### config.mk
export PLATFORM = sky130hd
export DESIGN_NAME = tun_buf_seq
export DESIGN_NICKNAME = d
export VERILOG_FILES = /design/src/rtl/tbs_pkg.sv /design/src/rtl/tbs_cfg.sv /design/src/rtl/tbs_in_fsm.sv /design/src/rtl/tbs_out_fsm.sv /design/src/rtl/tbs_tx_arb.sv /design/src/rtl/tun_buf_seq.sv
export SDC_FILE = /design/constraint.sdc
export NUM_CORES = 1
export LEC_CHECK = 0
export ABC_AREA = 1
export BUFFER_PORTS_ARGS = -buffer_cell sky130_fd_sc_hd__buf_2
export CAP_MARGIN = 5
export CORE_MARGIN = 2
export CORE_UTILIZATION = 30
export CTS_BUF_LIST = sky130_fd_sc_hd__clkbuf_2
export DETAILED_ROUTE_END_ITERATION = 10
export SETUP_SLACK_MARGIN = 0.1
export SLEW_MARGIN = 20
export SYNTH_ARGS = -nofsm -noshare
export SYNTH_HDL_FRONTEND = slang
export SYNTH_SLANG_ARGS = --single-unit
### constraint.sdc
create_clock -name clk -period 2.2 [get_ports clk]
set_clock_uncertainty 0.15 [all_clocks]
set_input_delay 0.33 -clock clk [delete_from_list [all_inputs] [get_ports clk]]
set_output_delay 0.33 -clock clk [all_outputs]
set_load 0.03 [all_outputs]
### src/rtl/tbs_pkg.sv
package tbs_pkg;
  typedef enum logic {MSG_FILL = 1'b0, MSG_READY = 1'b1} msg_e;
  typedef enum logic [1:0] {CFG_UP = 2'd0, CFG_DN = 2'd1, CFG_LEN = 2'd2, CFG_GO = 2'd3} cfg_e;
  typedef enum logic [1:0] {IN_OFF, IN_REQ, IN_WAIT, IN_RUN} in_st_e;
  typedef enum logic [1:0] {OUT_OFF, OUT_FREE, OUT_SEND, OUT_HELD} out_st_e;
endpackage

### src/rtl/tbs_cfg.sv
module tbs_cfg
  import tbs_pkg::*;
#(
  parameter int ADDR_W = 16,
  parameter int LEN_W  = 12
) (
  input  logic              clk,
  input  logic              rst,
  input  logic              we,
  input  logic [1:0]        sel,
  input  logic [ADDR_W-1:0] wdata,
  output logic [ADDR_W-1:0] up_addr,
  output logic [ADDR_W-1:0] dn_addr,
  output logic [LEN_W-1:0]  len,
  output logic              active
);
  always_ff @(posedge clk) begin
    if (rst) begin
      up_addr <= '0;
      dn_addr <= '0;
      len     <= '0;
      active  <= 1'b0;
    end else if (we) begin
      case (cfg_e'(sel))
        CFG_UP:  up_addr <= wdata;
        CFG_DN:  dn_addr <= wdata;
        CFG_LEN: len     <= wdata[LEN_W-1:0];
        CFG_GO:  if (wdata[0]) active <= 1'b1;
        default: ;
      endcase
    end
  end
endmodule

### src/rtl/tbs_in_fsm.sv
module tbs_in_fsm
  import tbs_pkg::*;
(
  input  logic clk,
  input  logic rst,
  input  logic active,
  input  logic buf_rdy,
  input  logic in_last,
  input  logic grant,
  output logic req,
  output logic start
);
  in_st_e st;

  always_ff @(posedge clk) begin
    if (rst) begin
      st    <= IN_OFF;
      start <= 1'b0;
    end else begin
      start <= 1'b0;
      case (st)
        IN_OFF:  if (active) st <= IN_REQ;
        IN_REQ:  if (grant) st <= IN_WAIT;
        IN_WAIT: if (buf_rdy) begin
          st    <= IN_RUN;
          start <= 1'b1;
        end
        IN_RUN:  if (in_last) st <= IN_REQ;
        default: st <= IN_OFF;
      endcase
    end
  end

  assign req = (st == IN_REQ);
endmodule

### src/rtl/tbs_out_fsm.sv
module tbs_out_fsm
  import tbs_pkg::*;
(
  input  logic clk,
  input  logic rst,
  input  logic active,
  input  logic out_last,
  input  logic grant,
  input  logic fill_in,
  output logic req,
  output logic wr_allow
);
  out_st_e st;

  always_ff @(posedge clk) begin
    if (rst) begin
      st <= OUT_OFF;
    end else begin
      case (st)
        OUT_OFF:  if (active) st <= OUT_FREE;
        OUT_FREE: if (out_last) st <= OUT_SEND;
        OUT_SEND: if (grant) st <= OUT_HELD;
        OUT_HELD: if (fill_in) st <= OUT_FREE;
        default:  st <= OUT_OFF;
      endcase
    end
  end

  assign req      = (st == OUT_SEND);
  assign wr_allow = (st == OUT_FREE);
endmodule

### src/rtl/tbs_tx_arb.sv
module tbs_tx_arb
  import tbs_pkg::*;
#(
  parameter int ADDR_W     = 16,
  parameter bit FILL_FIRST = 1'b1
) (
  input  logic              clk,
  input  logic              rst,
  input  logic              fill_req,
  input  logic              rdy_req,
  input  logic [ADDR_W-1:0] up_addr,
  input  logic [ADDR_W-1:0] dn_addr,
  input  logic              tx_ready,
  output logic              tx_valid,
  output logic              tx_type,
  output logic [ADDR_W-1:0] tx_addr,
  output logic              grant_fill,
  output logic              grant_rdy
);
  logic load_ok;
  msg_e type_q;

  assign load_ok = !tx_valid || tx_ready;

  generate
    if (FILL_FIRST) begin : g_fill_first
      assign grant_fill = load_ok && fill_req;
      assign grant_rdy  = load_ok && rdy_req && !fill_req;
    end else begin : g_rdy_first
      assign grant_rdy  = load_ok && rdy_req;
      assign grant_fill = load_ok && fill_req && !rdy_req;
    end
  endgenerate

  always_ff @(posedge clk) begin
    if (rst) begin
      tx_valid <= 1'b0;
      type_q   <= MSG_FILL;
      tx_addr  <= '0;
    end else if (load_ok) begin
      tx_valid <= grant_fill || grant_rdy;
      if (grant_fill) begin
        type_q  <= MSG_FILL;
        tx_addr <= up_addr;
      end else if (grant_rdy) begin
        type_q  <= MSG_READY;
        tx_addr <= dn_addr;
      end
    end
  end

  assign tx_type = type_q;
endmodule

### src/rtl/tun_buf_seq.sv
module tun_buf_seq
  import tbs_pkg::*;
#(
  parameter int ADDR_W     = 16,
  parameter int LEN_W      = 12,
  parameter bit FILL_FIRST = 1'b1
) (
  input  logic              clk,
  input  logic              rst,
  input  logic              cfg_we,
  input  logic [1:0]        cfg_sel,
  input  logic [ADDR_W-1:0] cfg_wdata,
  input  logic              rx_valid,
  output logic              rx_ready,
  input  logic              rx_type,
  output logic              tx_valid,
  input  logic              tx_ready,
  output logic              tx_type,
  output logic [ADDR_W-1:0] tx_addr,
  output logic              core_start,
  output logic [LEN_W-1:0]  core_word_count,
  input  logic              core_in_last,
  input  logic              core_out_last,
  output logic              wr_allow
);
  logic [ADDR_W-1:0] up_addr, dn_addr;
  logic active, rx_fire, fill_req, rdy_req, grant_fill, grant_rdy;

  tbs_cfg #(.ADDR_W(ADDR_W), .LEN_W(LEN_W)) cfg_i (
    .clk(clk), .rst(rst), .we(cfg_we), .sel(cfg_sel), .wdata(cfg_wdata),
    .up_addr(up_addr), .dn_addr(dn_addr), .len(core_word_count), .active(active)
  );

  assign rx_ready = active;
  assign rx_fire  = rx_valid && active;

  tbs_in_fsm in_i (
    .clk(clk), .rst(rst), .active(active),
    .buf_rdy(rx_fire && (rx_type == MSG_READY)),
    .in_last(core_in_last), .grant(grant_fill),
    .req(fill_req), .start(core_start)
  );

  tbs_out_fsm out_i (
    .clk(clk), .rst(rst), .active(active),
    .out_last(core_out_last), .grant(grant_rdy),
    .fill_in(rx_fire && (rx_type == MSG_FILL)),
    .req(rdy_req), .wr_allow(wr_allow)
  );

  tbs_tx_arb #(.ADDR_W(ADDR_W), .FILL_FIRST(FILL_FIRST)) arb_i (
    .clk(clk), .rst(rst), .fill_req(fill_req), .rdy_req(rdy_req),
    .up_addr(up_addr), .dn_addr(dn_addr), .tx_ready(tx_ready),
    .tx_valid(tx_valid), .tx_type(tx_type), .tx_addr(tx_addr),
    .grant_fill(grant_fill), .grant_rdy(grant_rdy)
  );
endmodule

======== Word-level counts from Yosys, hierarchy flattened ========
Index checks and enable logic that the tools add are counted.
cells by class
  reductions and logical operators ........ 22
  bitwise logic cells ..................... 2
  $lt $le $gt $ge ......................... 0
  $add $sub $neg .......................... 0
  divide/modulo/power cells ............... 0
  $mul .................................... 0
  shifts and indexed selects .............. 0
  equality and inequality tests ........... 17
  mux-type cells .......................... 14
operators by type and width
  operator                                                          count
  16-bit two-way mux                                                2
  2-bit one-hot mux with 4 select lines                             2
  2-bit two-way mux                                                 7
  2-bit == test (second input constant)                             6
  2-bit != test (second input constant)                             6
  2-bit AND reduction                                               4
  4-bit AND reduction                                               2
  2-bit by 1-bit == test with 1-bit output (second input constant)  3
  1-bit logical AND                                                 6
  2-bit zero test                                                   3
  2-bit by 1-bit != test with 1-bit output (second input constant)  2
  1-bit two-way mux                                                 3
  3-bit AND reduction                                               1
  1-bit zero test                                                   2
  1-bit logical OR                                                  2
  1-bit NOT                                                         2
  2-bit nonzero test                                                1
  2-bit OR reduction                                                1
storage, ports and cells
  register bits after elaboration ......... 68
  input bits .............................. 26
  memory bits (writable) .................. 0
  memories kept ........................... 0
  latch bits .............................. 0
  output and inout port bits .............. 33
  word-level logic and storage cells ...... 65
  bits in read-only memories .............. 0

======== Depth between registers and ports, before layout ========
  depth after elaboration ................. 6
  mapped depth ............................ 9
  depth with buffers taken out ............ 9

======== Hierarchy ========
A second synthesis with hierarchy kept.
second synthesis, totals
  cells, all modules ...................... 510
  area, all modules ....................... 3311.9 sq um
modules (own cells, without submodules)
  module       cells an instance  seq. area each (sq um)  area each (sq um)  instances
  tbs_cfg      292                900.9                   1891.8             1
  tbs_tx_arb   152                360.3                   982.2              1
  tbs_in_fsm   32                 60.1                    219.0              1
  tbs_out_fsm  30                 40.0                    203.9              1
  tun_buf_seq  4                  0.0                     15.0               1

======== Least setup slack after synthesis ========
Ideal clock, no wire load.
  kind .................................... reg2reg
  start point ............................. register in_i.st[1]
  end point ............................... register arb_i.tx_valid
  setup time .............................. 0.113 ns
  data required time ...................... 1.937 ns
  period minus slack after synthesis ...... 1.520 ns
  setup slack ............................. 0.680 ns
  buffers on the path ..................... 1
  stages on the path, launching flop included .. 8
  arrival ................................. 1.257 ns
  cells stage by stage .................... dfxtp_1 inv_1 ha_1 o21ai_4 inv_2 buf_6 o21ai_1 inv_1
between the ends
  cells in the longest elaborated chain, start to end .. 4
  elaborated cells on any way between the ends .. 5
  those cells by class .................... eq/ne (1); reduce/logical (4)
RTL lines
  item                                          line              RTL
  start: declaration                            tbs_in_fsm.sv:13  in_st_e st;
  start signal: assignment                      tbs_in_fsm.sv:17  st <= IN_OFF;
  start signal: assignment                      tbs_in_fsm.sv:22  IN_OFF: if (active) st <= IN_REQ;
  start signal: assignment                      tbs_in_fsm.sv:23  IN_REQ: if (grant) st <= IN_WAIT;
  2-bit by 1-bit == test with 1-bit output (*)  tbs_in_fsm.sv:34  assign req = (st == IN_REQ);
  1-bit zero test                               tbs_tx_arb.sv:28  assign grant_rdy = load_ok && rdy_req && !fill_req;
  1-bit logical AND                             tbs_tx_arb.sv:28
  1-bit logical OR (*)                          tbs_tx_arb.sv:41  tx_valid <= grant_fill || grant_rdy;
  end signal: assignment                        tbs_tx_arb.sv:41
  end: declaration                              tbs_tx_arb.sv:14  output logic tx_valid,
Every way passes the cells marked *; elsewhere a longest branch is shown, timed or not.
A chain may end at the register's enable or synchronous reset.

======== Worst setup path in the final report ========
  start point ............................. register in_i.st[1]
  end point ............................... register arb_i.tx_addr[11]
between the ends
  cells in the longest elaborated chain, start to end .. 5
  elaborated cells on any way between the ends .. 7
  those cells by class .................... eq/ne (1); mux (1); reduce/logical (5)
RTL lines
  item                                          line              RTL
  2-bit by 1-bit == test with 1-bit output (*)  tbs_in_fsm.sv:34
  1-bit zero test                               tbs_tx_arb.sv:28
  1-bit logical AND                             tbs_tx_arb.sv:28
  2-bit nonzero test (no line)                  -
  2-bit AND reduction (no line)                 -
  end signal: assignment                        tbs_tx_arb.sv:44  tx_addr <= up_addr;
  end signal: assignment                        tbs_tx_arb.sv:47  tx_addr <= dn_addr;
  end: declaration                              tbs_tx_arb.sv:16  output logic [ADDR_W-1:0] tx_addr,
Marks and branches as above.

==> impl_results.md <==
- Run status: finished, final reports clean
- Share of the clock period used by the worst path after layout: 83.8%
- Share of the yosys chip area belonging to registers: 47.8%
- Cell at the root of the clock tree: sky130_fd_sc_hd__clkbuf_2
- Total number of yosys warnings: 0
- Total standard cell area after synthesis: 2850 sq um
- Number of endpoints with negative hold slack in the final report: 0
- GRT overflow: 0
- Aggregate routed wire length: 6460 microns
- Routed vias: 2562
- Antenna violations before repair: 0
- Growth of design area from synthesis to finish: 23.5%
- Slew at the pin closest to its max-slew limit: 0.726 ns
- Highest routed layer: met4
- Hold crit path type: input port to flop
- Total DRC errors in the routed layout: 0
- Max-cap violation count: 0
- Share of Yosys cell area claimed by the top area cell type: 47.8%
- Final setup viols: 0
- Routability congestion estimate from global placement: 0.750
- Placed inst area: 3220 sq um
- Crit path largest cell delay: 0.41 ns
- Number of cells produced by synthesis: 381
- Initial Util: 30.8%
- Resized cells post-CTS: 0
- Most used flip-flop cell after synthesis: sky130_fd_sc_hd__dfxtp_1
- Number of cells on the worst hold path: 3
- Length in cells of the worst reg-to-reg path: 8
- Most instantiated cells after synthesis: sky130_fd_sc_hd__nand2_1 (72), sky130_fd_sc_hd__dfxtp_1 (68), sky130_fd_sc_hd__inv_1 (50)
- CTS tree: yes
- Sink count of the clock tree: 68
- Number of placement rows: 35
- Final non-filler cell area: 3520 sq um
- Met3 wire len: 248 microns
- Area of all sequential standard cells: 1360 sq um
- Fraction of layout cells with a size suffix above 1: 19.8%
- Unrepaired setup endpoints after global routing: false
- Power Density: 924 nW/um^2
- Cells along the critical path: inv_1 -> ha_1 -> nand2_2 -> inv_1 -> nand2_1 -> nand3_1 -> nand2_1 -> inv_1
- Setup slack after layout: 0.357 ns
- Area of the die: 10300 sq um
- Combined area of the multi-input logic cells: 1180 sq um
- I/O pin total: 59
- Detail-routed net length per standard cell: 11.0 microns
- Setup repair bufs after CTS: 0
- Synth unique cells: 23
- Number of flip-flops and latches in the synthesized netlist: 68
- # H-tree levels: 3
- Share of synthesized flip-flops with an asynchronous set or reset: 0%
- Post-synthesis area per instance: 7.47 sq um
- Setup slack, reg-to-reg: 0.36 ns
- Shortest clock period the worst path allows after layout: 1.84 ns
- Count of nets after finishing: 489
- Setup CP Type: flop to flop
- DR vias/cell: 4.35
- Die height: 101 microns
- Main area contributors after synthesis: sky130_fd_sc_hd__dfxtp_1 (48%), sky130_fd_sc_hd__nand2_1 (9.5%), sky130_fd_sc_hd__o21ai_0 (7.7%)
- Core region area: 9240 sq um
- Clock transition at the registers of the reported paths: 0.18 ns
- DRT iter0 DRCs: 115
- Max Root-Sink Buffers: 2
- Maximum clock frequency: 0.543 GHz
- Total inserted antenna cells: 0
- Global-route total usage across every layer: 13.4%
- Crit path buffers/inverters: 3
- Die width: 101 microns
- Cell with the biggest individual delay on the critical path: sky130_fd_sc_hd__dfxtp_1
- Fillers: 1022
- Number of hold buffers added after cts: 19
- Final Core Density: 38.1%
- Cell repeated most along the worst path: sky130_fd_sc_hd__inv_1
- CTS buffer count: 9
- Levels on crit path: 8
- Via count of the first global-routing pass: 2357
- Pin count of the biggest net entering global routing: 54
- Biggest fanout along the worst timing path: 22
- Wire length of the first global-routing pass: 10800 microns
- Worst path arrival time: 2.09 ns
- Cell taking the most area after synthesis: sky130_fd_sc_hd__dfxtp_1
- Number of synthesized flops with an enable pin: 0
- Worst slack at placement: 0.365 ns
- Worst IR drop on VDD: 0.000340 V
- Synthesized Nets: 415
- Required time of the worst setup path: 2.44 ns
- Later-pin clock latency in the skew report: 0.47 ns
- Most repeated cell in the gate-level netlist after synthesis: sky130_fd_sc_hd__nand2_1
- 1st-pass router iterations: 4
- Total placed cells including tap cells: 554
- Met2 wire len: 2740 microns
- Final ANT Viol Nets: 0
- Number of max-slew violations in the final report: 0
- Worst relative slew slack: 51.5%
- Startpoint type of the worst setup path: flop
- IO Port Bufs: 58
- Total negative setup slack: 0 ns
- CP top delay family: simple AND/OR/NAND/NOR gates
- Final Non-Filler Cells: 589
- Met1 routed wirelength after detailed routing: 3390 microns
- HPWL after detailed placement: 4640 microns
- Pleak: 1.59 nW
- Sort of element at the end of the critical path: flop
metrics by stage:
| stage | total power, W | hold WS [ns] |
|---|---|---|
| floorplan | 0.00237 | 0.279 |
| global placement | 0.00256 | 0.283 |
| detailed placement | 0.00258 | 0.284 |
| CTS | 0.00330 | 0.0601 |
| global route | 0.00352 | 0.0429 |
| finish | 0.00325 | 0.110 |
path summary, 6_finish.rpt:
kind	to	from
worst max register to register	arb_i.tx_addr[11]	in_i.st[1]
worst min-delay path	arb_i.tx_addr[1]	rst
worst max-delay path	arb_i.tx_addr[11]	in_i.st[1]
worst min register to register	cfg_i.len[9]	cfg_i.len[9]
cell type report:
class	count	share of cell area [%]
Clock buffer	10	1.42
Clock inverter	6	1.57
Inverter	52	5.55
Multi-Input combinational cell	243	33.7
Sequential cell	68	38.7
Tap cell	129	4.59
Timing Repair Buffer	81	14.5
power breakdown:
group,internal (W),switching (W)
registers,0.00136,0.0000798
clock network,0.000256,0.000430
logic,0.000358,0.000765
cells by family (layout without fill, tap and decap cells):
family / count (synthesis) / after routing / share of synthesized area (%)
simple gates: 137 / 137 / 19.1
compound gates: 98 / 98 / 19.0
buf+inv: 70 / 149 / 10.6
flops: 68 / 68 / 47.8
fa+ha+maj: 8 / 8 / 3.52
worst reg2reg max path, stage by stage (launching register included):
cell	delay, ns
sky130_fd_sc_hd__dfxtp_1	0.41
sky130_fd_sc_hd__inv_1	0.08
sky130_fd_sc_hd__ha_1	0.27
sky130_fd_sc_hd__nand2_2	0.35
sky130_fd_sc_hd__inv_1	0.23
sky130_fd_sc_hd__nand2_1	0.11
sky130_fd_sc_hd__nand3_1	0.08
sky130_fd_sc_hd__nand2_1	0.06
sky130_fd_sc_hd__inv_1	0.04
layer usage:
layer  up-vias  GRT usage (%)
met1      1149           18.0
met4         0           6.24
met3         8           3.24
met2        52           20.3
li1       1353              -
met5         -              0
cells in the final DEF (no fill, tap or decap):
master / Yosys / final
sky130_fd_sc_hd__o21ai_4: 1 / 1
sky130_fd_sc_hd__clkinv_1: 0 / 2
sky130_fd_sc_hd__ha_1: 8 / 8
sky130_fd_sc_hd__o21ai_0: 44 / 44
sky130_fd_sc_hd__nor2_1: 48 / 48
sky130_fd_sc_hd__clkinvlp_4: 0 / 1
sky130_fd_sc_hd__inv_1: 50 / 50
sky130_fd_sc_hd__a21oi_2: 9 / 9
sky130_fd_sc_hd__nor2_2: 1 / 1
sky130_fd_sc_hd__inv_2: 2 / 2
sky130_fd_sc_hd__nand4_1: 1 / 1
sky130_fd_sc_hd__buf_2: 11 / 58
sky130_fd_sc_hd__o21ai_1: 10 / 10
sky130_fd_sc_hd__clkbuf_2: 0 / 10
sky130_fd_sc_hd__bufinv_16: 0 / 1
sky130_fd_sc_hd__dfxtp_1: 68 / 68
sky130_fd_sc_hd__buf_4: 1 / 4
sky130_fd_sc_hd__a211oi_1: 1 / 1
sky130_fd_sc_hd__clkinv_2: 0 / 2
sky130_fd_sc_hd__nand3_1: 12 / 12
sky130_fd_sc_hd__nand2_2: 2 / 2
sky130_fd_sc_hd__nand3b_1: 1 / 1
sky130_fd_sc_hd__nand2_1: 72 / 72
sky130_fd_sc_hd__dlygate4sd3_1: 0 / 19
sky130_fd_sc_hd__a21oi_1: 32 / 32
sky130_fd_sc_hd__a21boi_0: 1 / 1
registers in the layout, indices dropped and copies added, names as in the netlist:
name            count
cfg_i.dn_addr      16
in_i.start          1
in_i.st             2
arb_i.tx_valid      1
cfg_i.up_addr      16
arb_i.tx_type       1
out_i.st            2
arb_i.tx_addr      16
cfg_i.len          12
cfg_i.active        1
(Power assumes the default switching activity.)
